## config.mk

```make
export PLATFORM = sky130hd
export DESIGN_NAME = fpcmp_top
export DESIGN_NICKNAME = d
export VERILOG_FILES = /design/src/rtl/fpcmp_pkg.sv /design/src/rtl/fpcmp_zero_det.sv /design/src/rtl/fpcmp_order.sv /design/src/rtl/fpcmp_pred.sv /design/src/rtl/fpcmp_top.sv
export SDC_FILE = /design/constraint.sdc
export NUM_CORES = 1
export LEC_CHECK = 0
export BUFFER_PORTS_ARGS = -buffer_cell sky130_fd_sc_hd__clkbuf_2
export CORE_MARGIN = 10
export CORE_UTILIZATION = 41
export CTS_CLUSTER_SIZE = 10
export DETAILED_ROUTE_END_ITERATION = 8
export PLACE_DENSITY = 0.79
export REMOVE_ABC_BUFFERS = 1
export SYNTH_ARGS = -nofsm -noshare
export SYNTH_HDL_FRONTEND = slang
export SYNTH_SLANG_ARGS = --single-unit
```

## constraint.sdc

```tcl
create_clock -name clk -period 2.7 [get_ports clk]
set_input_delay 0.81 -clock clk [delete_from_list [all_inputs] [get_ports clk]]
set_output_delay 0.81 -clock clk [all_outputs]
set_load 0.005 [all_outputs]
```

## src/rtl/fpcmp_pkg.sv

```systemverilog
package fpcmp_pkg;

  // exponent field width for a supported total width
  function automatic int exp_bits(input int w);
    case (w)
      16:      return 5;
      64:      return 11;
      128:     return 15;
      default: return 8;
    endcase
  endfunction

  function automatic int man_bits(input int w);
    return w - 1 - exp_bits(w);
  endfunction

  typedef struct packed {
    logic lt;
    logic eq;
    logic ne;
    logic le;
    logic gt;
    logic ge;
  } fpcmp_pred_t;

endpackage

```

## src/rtl/fpcmp_zero_det.sv

```systemverilog
module fpcmp_zero_det #(
  parameter int W    = 32,
  parameter int EXPW = 8,
  parameter int MANW = 23
) (
  input  logic [W-1:0] word,
  output logic         is_zero
);
  localparam int MAN_LO = 0;
  localparam int EXP_LO = MANW;

  logic [EXPW-1:0] exp_f;
  logic [MANW-1:0] man_f;
  logic            exp_clear;
  logic            man_clear;

  always_comb begin
    exp_f     = word[EXP_LO +: EXPW];
    man_f     = word[MAN_LO +: MANW];
    exp_clear = (exp_f == '0);
    man_clear = (man_f == '0);
    is_zero   = exp_clear & man_clear;
  end
endmodule

```

## src/rtl/fpcmp_order.sv

```systemverilog
module fpcmp_order #(
  parameter int W = 32
) (
  input  logic [W-1:0] a,
  input  logic [W-1:0] b,
  input  logic         a_zero,
  input  logic         b_zero,
  output logic         lt,
  output logic         eq
);
  localparam int SGN = W - 1;

  logic both_zero;
  logic same_word;
  logic raw_below;
  logic a_neg;
  logic sign_split;
  logic lt_split;
  logic lt_same;

  always_comb begin
    both_zero  = a_zero & b_zero;
    same_word  = (a == b);
    raw_below  = (a < b);
    a_neg      = a[SGN];
    sign_split = a[SGN] ^ b[SGN];
    lt_split   = a_neg & ~both_zero;
    lt_same    = ~same_word & (raw_below ^ a_neg);
    lt         = sign_split ? lt_split : lt_same;
    eq         = same_word | both_zero;
  end
endmodule

```

## src/rtl/fpcmp_pred.sv

```systemverilog
module fpcmp_pred
  import fpcmp_pkg::*;
(
  input  logic        lt,
  input  logic        eq,
  output fpcmp_pred_t pred
);
  always_comb begin
    pred.lt = lt;
    pred.eq = eq;
    pred.ne = ~eq;
    pred.le = eq | lt;
    pred.gt = ~(eq | lt);
    pred.ge = ~lt;
  end
endmodule

```

## src/rtl/fpcmp_top.sv

```systemverilog
module fpcmp_top
  import fpcmp_pkg::*;
#(
  parameter int W    = 32,
  parameter bit PIPE = 1'b1
) (
  input  logic         clk,
  input  logic         rst_n,
  input  logic         in_valid,
  input  logic [W-1:0] op_a,
  input  logic [W-1:0] op_b,
  output logic         out_valid,
  output logic         lt,
  output logic         eq,
  output logic         ne,
  output logic         le,
  output logic         gt,
  output logic         ge
);
  localparam int EXPW = exp_bits(W);
  localparam int MANW = man_bits(W);

  logic        a_zero;
  logic        b_zero;
  logic        lt_c;
  logic        eq_c;
  fpcmp_pred_t pred_c;
  fpcmp_pred_t pred_o;
  logic        vld_o;

  fpcmp_zero_det #(.W(W), .EXPW(EXPW), .MANW(MANW)) u_zero_a (
    .word    (op_a),
    .is_zero (a_zero)
  );

  fpcmp_zero_det #(.W(W), .EXPW(EXPW), .MANW(MANW)) u_zero_b (
    .word    (op_b),
    .is_zero (b_zero)
  );

  fpcmp_order #(.W(W)) u_order (
    .a      (op_a),
    .b      (op_b),
    .a_zero (a_zero),
    .b_zero (b_zero),
    .lt     (lt_c),
    .eq     (eq_c)
  );

  fpcmp_pred u_pred (
    .lt   (lt_c),
    .eq   (eq_c),
    .pred (pred_c)
  );

  generate
    if (PIPE) begin : g_reg
      fpcmp_pred_t pred_q, pred_d;
      logic        vld_q, vld_d;
      logic        cap_en;

      always_comb begin
        cap_en = in_valid;
        vld_d  = in_valid;
        pred_d = cap_en ? pred_c : pred_q;
      end

      always_ff @(posedge clk or negedge rst_n) begin
        if (!rst_n) begin
          vld_q  <= 1'b0;
          pred_q <= '0;
        end else begin
          vld_q  <= vld_d;
          pred_q <= pred_d;
        end
      end

      always_comb begin
        vld_o  = vld_q;
        pred_o = pred_q;
      end
    end else begin : g_comb
      always_comb begin
        vld_o  = in_valid & rst_n;
        pred_o = rst_n ? pred_c : '0;
      end
    end
  endgenerate

  always_comb begin
    out_valid = vld_o;
    lt        = pred_o.lt;
    eq        = pred_o.eq;
    ne        = pred_o.ne;
    le        = pred_o.le;
    gt        = pred_o.gt;
    ge        = pred_o.ge;
  end
endmodule

```

==> impl_metrics.tcl, run 1 <==
set metrics [dict create \
    core-area_um2 3030 \
    synth_top_flop_cell "dfrtp_1" \
    period_share_pct 99.0 \
    initialDrtViolationCount 51 \
    dpl_cell_area_um2 2060 \
    grt_first_pass_wirelength_um 7330 \
    die_area_um2 5800 \
    viasPerCell 5.14 \
    synthSimpleGateAreaFrac_pct 30.3 \
    track_usage_pct 14.6 \
    syn_to_final_growth_pct 68.6 \
    routed_wl_um 4770 \
    nFillCells 247 \
    irDropWorstVdd_mv 0.106 \
    skew_ps 0 \
    slew_headroom_pct 66.2 \
    worstMarginPinSlew_ps 500 \
    stdcell_area_um2 2180 \
    fin_ws_ps 28.3 \
    avgSynthCellArea_um2 8.13 \
    cp-start-kind "input port" \
    grt_pass1_vias 1758 \
    multi_input_area_um2 1070 \
    power_frac_clock_pct 18.1 \
    synth_most_common_cell "inv_1" \
    fmax_ghz 0.374 \
    start_util_pct 42.7 \
    synth_top_cell_by_area "ha_1" \
    synthTopCellsByArea "ha_1 (31%), dfrtp_1 (14%), inv_1 (10%), nor4_1 (8.7%), a21oi_1 (5.0%)" \
    numPortBuffers 73 \
    synthAdderAreaFrac_pct 31.0 \
    numClockSinks 7 \
    p_int_mw 0.327 \
    drv_slew 0 \
    die_h_um 76.1 \
    root_buffer "clkbuf_4" \
    clk_pin_slew_ps 50 \
    ant_nets 0 \
    num_rows 20 \
    p_leak_nw 1.22 \
    combPwrFrac_pct 57.8 \
    drive_gt1_share_pct 49.6 \
    cts_buffer_depth 2 \
    cts_inserted_buffers 3 \
    worstSetupPathType "in2reg" \
    antenna_cells 0 \
    synth_mux_area_share_pct 0 \
    synth_compound_area_share_pct 15.0 \
    end_kind "flip-flop" \
    setup_viol_count_final 0 \
    syn_area_um2 1290 \
    drc 0 \
    ys_warn_count 0 \
    netlist-cell-type-count 31 \
    vias 1685 \
    wl_per_cell_um 14.6 \
    hold-worst-slack_ps 382 \
    htreeDepth 1 \
    place_congestion 0.933 \
    clock_latency_ps 250 \
    grt_antenna_before_repair 0 \
    hold_buffers 0 \
    total_power_mw 0.505 \
    layout.nets 384 \
    cp_max_fo 3 \
    dp_worst_setup_slack_ps -193 \
    synthTopCellsByCount "inv_1 (35), ha_1 (32), nor4_1 (18)" \
    cp.arrival_ps 2780 \
    synth_top_family_by_area "adder cells" \
    status "finished clean" \
    tritoncts "done" \
    switching_power_mw 0.177 \
    gr-total-overflow 0 \
    synth_cells 159 \
    synth-seq-area-share_pct 13.6 \
    num_io_pins 74 \
    synth-xor-area-share_pct 0 \
    drv_cap 0 \
    hold_path.class "in2async" \
    grt_max_degree 11 \
    synth_seq_cells 7 \
    die_w_um 76.1 \
    dp.final_hpwl_um 4090 \
    seqPwrFrac_pct 24.0 \
    ff_latch_area_um2 175 \
    cp.required_ps 2810 \
    ys_async_sr_fraction_pct 100 \
    finalHoldViolCount 0 \
    min_period_ps 2670 \
    dr.pass1.iters 4 \
    switching_share_pct 35.2 \
    synth-edff-count 0 \
    synth_top_area_share_pct 31.0 \
    r2r_slack_ps 1650 \
    power.density_nw_per_um2 232 \
]
==> state kept, by name, summed over array words and instances, names as in the netlist <==
register   cells
eq             1
ge             1
gt             1
le             1
lt             1
ne             1
out_valid      1
==> path summary, 6_finish.rpt <==
kind | cells after the start | to | start
min in group clk | 1 | ne | ne
worst min-delay path | 1 | lt | rst_n
worst max-delay path | 9 | lt | op_b[9]
worst max register to register | 2 | lt | lt
max in group asynchronous | 1 | ne | rst_n
worst min register to register | 1 | ne | ne
==> kinds of logic after synthesis <==
| family | count (synthesis) |
|---|---|
| AND/OR/NAND/NOR | 55 |
| flip-flops | 7 |
| AO/OA/AOI/OAI | 30 |
| buffers and inverters | 35 |
| adder cells (fa/ha/maj) | 32 |
==> critical path, stage by stage <==
cell	delay, ps
clkbuf_2	90
inv_1	50
ha_1	300
nand4_1	170
nor4_4	310
a21boi_2	260
o31ai_4	100
and3_4	190
or4_1	510
==> power by group through the flow <==
stage	clock, mW	sequential [mW]	combinational [mW]
floorplan	0	0.124	0.116
global placement	0	0.122	0.265
detailed placement	0	0.123	0.272
CTS	0.0954	0.121	0.274
global route	0.101	0.123	0.326
finish	0.0915	0.121	0.292
==> timing repair <==
item                                    CTS  global route
buffers inserted                          0             2
gates resized for setup                   0             9
endpoints found under the setup margin    0             4
==> routing by layer <==
layer | global-route usage [%] | part of all wire [%]
met5 | 0 | 0
met4 | 5.02 | 2.7
met3 | 4.25 | 6.9
met2 | 27.6 | 51
met1 | 14.9 | 39
==> layout by cell type, fill, tap and decap left out, types with 2 or more instances in the layout <==
cell type	instances
a21o_1	2
a21oi_1	13
buf_4	48
clkbuf_2	73
clkbuf_4	3
dfrtp_1	7
ha_1	27
ha_4	5
inv_1	34
nand2_1	6
nand3_1	4
nand4_1	7
nand4_4	2
nor2_1	4
nor2b_1	2
nor3_1	2
nor4_1	18
nor4_4	2
o21ai_0	6
or4_1	2
==> stage by stage <==
stage	cells	setup TNS (ps)	utilization (%)
after floorplan	159	0	-
after CTS	326	0	68.8
after detailed placement	322	-689	68.0
after global routing	328	-93.5	72.0
after global placement	322	-545	68.0
final	328	0	72.0
==> layout make-up <==
| cell class | instances | area share, % |
|---|---|---|
| multi-input cells | 117 | 48.9 |
| well taps | 44 | 2.53 |
| clock buffers | 4 | 1.21 |
| repair buffers | 121 | 33.3 |
| inverters | 35 | 6.03 |
| flip-flops and latches | 7 | 8.04 |
Note: power is estimated with default switching activity, not from simulation.
==> run 2, diff against run 1 <==
Settings changed: ABC_AREA set to 1, PLACE_DENSITY 0.79 to 0.77, REMOVE_ABC_BUFFERS 1 to not set, SYNTH_HIERARCHICAL set to 1.
==> run 2 against run 1 <==
Against the previous run: sequential power barely moved; critical path type unchanged; final cell count grew 12%; critical endpoint is now le; synthesized cell count grew 55%; worst setup slack improved by 550 ps; fmax increased by 26%; largest power group unchanged.
==> impl_metrics.tcl, run 2 <==
set metrics [dict create \
    synth_cells 246 \
    htreeDepth 1 \
    post_cts_buffers 0 \
    stdcell_area_um2 1870 \
    setup_viol_count_final 0 \
    syn_to_final_growth_pct 30.2 \
    multi_input_area_um2 1070 \
    fin_setup_tns_ps 0 \
    dp.final_hpwl_um 3540 \
    wl_per_cell_um 10.2 \
    antenna_cells 0 \
    grt_setup_unrepaired "false" \
    hold_path.class "in2async" \
    synthTopCellsByCount "nand2_1 (77), nor2_1 (50), inv_1 (43)" \
    cts_buffer_depth 2 \
    synth_nets 345 \
    grt_first_pass_wirelength_um 6330 \
    initialDrtViolationCount 57 \
    p_int_mw 0.279 \
    ant_nets 0 \
    routed_wl_um 3750 \
    dpl_cell_area_um2 1840 \
    die_area_um2 6270 \
    drive_gt1_share_pct 26.8 \
    grt_max_degree 9 \
    die_w_um 79.2 \
    num_io_pins 74 \
    synth_top_area_share_pct 27.9 \
    period_share_pct 78.5 \
    end_kind "flip-flop" \
    status "finished clean" \
    switching_power_mw 0.162 \
    gr-total-overflow 0 \
    dr.pass1.iters 4 \
    grt_antenna_before_repair 0 \
    die_h_um 79.2 \
    place_congestion 0.806 \
    viasPerCell 4.44 \
    root_buffer "clkbuf_4" \
    combPwrFrac_pct 51.5 \
    grt_pass1_vias 1636 \
    synth_top_flop_cell "dfrtp_1" \
    track_usage_pct 11.7 \
    layout_commonest_cell "nand2_1" \
    ys_warn_count 6 \
    seqPwrFrac_pct 27.5 \
    vias 1630 \
    drv_cap 0 \
    irDropWorstVdd_mv 0.104 \
    cp.arrival_ps 2250 \
    synth-edff-count 0 \
    num_rows 21 \
    netlist-cell-type-count 20 \
    cts_inserted_buffers 3 \
    clk_pin_slew_ps 50 \
    ys_async_sr_fraction_pct 100 \
    syn_area_um2 1440 \
    hold_buffers 0 \
    tritoncts "done" \
    dp_worst_setup_slack_ps 313 \
    cp-start-kind "input port" \
    finalHoldViolCount 0 \
    fmax_ghz 0.472 \
    power.density_nw_per_um2 236 \
    dp.cells 363 \
    layout.nets 421 \
    numPortBuffers 73 \
    p_leak_nw 1.20 \
    cp.required_ps 2830 \
    switching_share_pct 36.7 \
    worstMarginPinSlew_ps 205 \
    mostFrequentLayoutCells "nand2_1 (77), clkbuf_2 (73), nor2_1 (50), inv_1 (43), ha_1 (32)" \
    worstSetupPathType "in2reg" \
    synth-seq-area-share_pct 12.2 \
    synthTopCellsByArea "ha_1 (28%), nand2_1 (20%), nor2_1 (13%), dfrtp_1 (12%), inv_1 (11%)" \
    clock_latency_ps 240 \
    nFillCells 366 \
    synth_most_common_cell "nand2_1" \
    cts_resized 0 \
    synth_top_cell_by_area "ha_1" \
    drc 0 \
    fin_ws_ps 580 \
    min_period_ps 2120 \
    total_power_mw 0.441 \
    skew_ps 0 \
    layout.cells.non_filler 367 \
    core-area_um2 3360 \
    start_util_pct 42.7 \
    drv_slew 0 \
    synth_seq_cells 7 \
    slew_headroom_pct 86.2 \
    power_frac_clock_pct 21.0 \
    avgSynthCellArea_um2 5.84 \
    ff_latch_area_um2 175 \
    cp_max_fo 4 \
    numClockSinks 7 \
]
[run 2: cell types whose count changed after synthesis, moves of 2 or more]
cell / delta
nand2_1: +71
nor2_1: +46
nor4_1: -18
inv_1: +8
nand4_1: -5
o21ai_0: -5
inv_2: +3
nand2_2: +3
buf_4: +2
nand4_4: -2
nor2b_1: -2
nor3_1: -2
or4_1: -2
[run 2: worst paths after layout]
path                                from  depth (start not counted)  endpoint  slack [ps]
worst max-delay path            op_a[31]                         15        le         580
worst min-delay path               rst_n                          1        gt         380
worst max register to register        le                          2        le        2090
worst min register to register        ne                          2        ne         470
max in group asynchronous          rst_n                          1        eq        2150
min in group clk                      ne                          2        ne         470
[run 2: final cells by class]
cell class,count,share of cell area (%)
tap,46,3.08
clock buffer,4,1.40
multi-input combinational,190,57.2
inverter,47,9.43
sequential,7,9.36
timing repair buffer,73,19.5
[run 2: per-stage QoR]
step                      hold WS (ps)  utilization [%]
after floorplan                    465                -
after global placement             454             54.8
after detailed placement           458             54.8
after CTS                          388             55.6
after global routing               392             55.6
final                              385             55.6
[run 2: power groups by stage]
stage	registers [mW]	clock network, mW	logic (mW)
floorplan	0.124	0	0.133
global placement	0.122	0	0.225
detailed placement	0.123	0	0.229
CTS	0.122	0.0951	0.232
global route	0.123	0.102	0.270
finish	0.121	0.0926	0.227
[run 2: logic make-up after synthesis]
logic type	after synthesis	share of synthesized area, %
buffers and inverters	49	13.3
DFF	7	12.2
AOI/OAI and AO/OA	19	7.49
adders and majority gates	32	27.9
and+or+nand+nor	139	39.1
[run 2: critical path: stages]
cell and delay (ps):
clkbuf_2 110, ha_1 320, nand2_2 70, nor2_2 130, nand2_2 90, nor4_4 140, nand2_1 100, nand3_1 80
nand2_1 50, nand2_1 50, nand2_1 80, inv_2 70, nand2_2 40, nand2_1 50, nand2_1 60
[run 2: per-layer routing]
layer  GRT usage, %  part of all wire, %
met4           2.51                 0.93
met1           11.7                   40
met5              0                    0
met2           21.8                   47
met3           5.29                   12
==> run 3, diff against run 2 <==
Clock period 2.7 ns to 2 ns, I/O delays scaled along.
==> run 3 against run 2 <==
Against the previous run: power is 63% higher; largest power group unchanged; clock power rose by 35%; critical path type unchanged; highest routed layer unchanged; final cell count increased by 4.4%; clock skew is the same; clock-buffer cell count unchanged; combinational power grew 90%; sequential power increased by 35%.
==> impl_metrics.tcl, run 3 (synthesized netlist as in run 2, its figures left out) <==
set metrics [dict create \
    cp.arrival_ps 2060 \
    root_buffer "clkbuf_4" \
    hold-worst-slack_ps 175 \
    irDropWorstVdd_mv 0.133 \
    finalHoldViolCount 0 \
    htreeDepth 1 \
    ant_nets 0 \
    final_core_util_pct 68.9 \
    cts_buffer_depth 2 \
    multi_input_area_um2 1320 \
    layout.nets 437 \
    dp.cells 378 \
    start_util_pct 42.7 \
    power.density_nw_per_um2 311 \
    drive_gt1_share_pct 42.1 \
    drv_slew 0 \
    layout.cells.non_filler 383 \
    dr.pass1.iters 6 \
    worstMarginPinSlew_ps 222 \
    routed_wl_um 4560 \
    die_h_um 79.2 \
    die_w_um 79.2 \
    tritoncts "done" \
    fmax_ghz 0.521 \
    hold_buffers 0 \
    min_period_ps 1920 \
    numClockSinks 7 \
    total_power_mw 0.720 \
    dp.final_hpwl_um 3600 \
    end_kind "flip-flop" \
    r2r_start "le" \
    syn_to_final_growth_pct 61.2 \
    drv_cap 0 \
    initialDrtViolationCount 46 \
    period_share_pct 96.1 \
    track_usage_pct 12.2 \
    fin_setup_tns_ps 0 \
    cp-start-kind "input port" \
    nFillCells 324 \
    grt_antenna_before_repair 0 \
    worstSetupPathType "in2reg" \
    num_rows 21 \
    r2r_slack_ps 1400 \
    grt_pass1_vias 1700 \
    die_area_um2 6270 \
    slew_headroom_pct 85.1 \
    layout_commonest_cell "nand2_1" \
    hold_path.class "in2async" \
    grt_first_pass_wirelength_um 6590 \
    cp-startpoint "op_a[25]" \
    clk_pin_slew_ps 50 \
    numPortBuffers 73 \
    setup_viol_count_final 0 \
    antenna_cells 0 \
    regToRegEndpoint "le" \
    p_leak_nw 1.30 \
    place_congestion 0.778 \
    vias 1732 \
    cp_max_fo 3 \
    mostFrequentLayoutCells "nand2_1 (69), clkbuf_2 (61), nor2_1 (47), inv_1 (34), ha_1 (17)" \
    clock_latency_ps 250 \
    status "finished clean" \
    rr_worst_depth 2 \
    ff_latch_area_um2 175 \
    grt_max_degree 9 \
    drc 0 \
    wl_per_cell_um 11.9 \
    viasPerCell 4.52 \
    num_io_pins 74 \
    cts_inserted_buffers 3 \
    cp.required_ps 2140 \
    gr-total-overflow 0 \
    core-area_um2 3360 \
    skew_ps 0 \
]
run 3: changes by cell type in the layout (fill, tap and decap cells not counted), moves of 2 or more:
cell	previous run	this run
ha_1	32	17
a21oi_1	13	9
nand2_2	3	9
nand2_4	0	2
buf_6	0	12
nor2_2	1	3
clkbuf_2	73	61
ha_4	0	15
nand2_1	77	69
a21oi_2	1	5
inv_1	43	34
buf_4	0	16
nor2_1	50	47
inv_2	3	11
run 3: final cells by class:
type	instances	share of cell area [%]
timing repair buffer	89	24.2
inverter	47	7.73
sequential	7	7.56
tap	46	2.49
clock buffer	4	1.13
multi-input combinational	190	56.9
run 3: worst max-delay path by stage:
stage,to,cells after the start
after floorplan,lt,13
after global placement,gt,16
after detailed placement,le,16
after CTS,le,16
after global routing,le,17
final,le,15
run 3: what timing repair did:
action	CTS	global route
gates resized for setup	0	65
setup endpoints to repair	0	5
buffers inserted	0	1
run 3: worst max-delay path: stages:
cell and delay [ps]:
clkbuf_2 110, ha_4 270, nand2_2 60, nor2_2 120
nand2_2 80, nor4_4 230, nand2_1 100, nand3_1 100
nand2_1 50, nand2_1 60, nand2_2 70, inv_2 70
nand2_2 40, nand2_1 50, nand2_1 50
run 3: power breakdown:
part | total, mW | internal, mW | switching [mW]
clock network | 0.125 | 0.0759 | 0.0488
logic | 0.432 | 0.221 | 0.211
registers | 0.163 | 0.156 | 0.00697
run 3: routing by layer:
layer,global-route usage (%),up-vias,wire [um]
li1,-,938,-
met1,13.3,738,1740
met2,21.0,52,2320
met3,5.52,4,461
met4,3.23,0,42
met5,0,-,0
run 3: stage by stage:
stage | setup WS, ps | area [um2]
3_3_place_gp | -144 | 1960
2_1_floorplan | 25.1 | 1440
3_5_place_dp | -161 | 1960
4_1_cts | 95.9 | 1980
5_1_grt | -28.5 | 2320
6_report | 78.8 | 2320
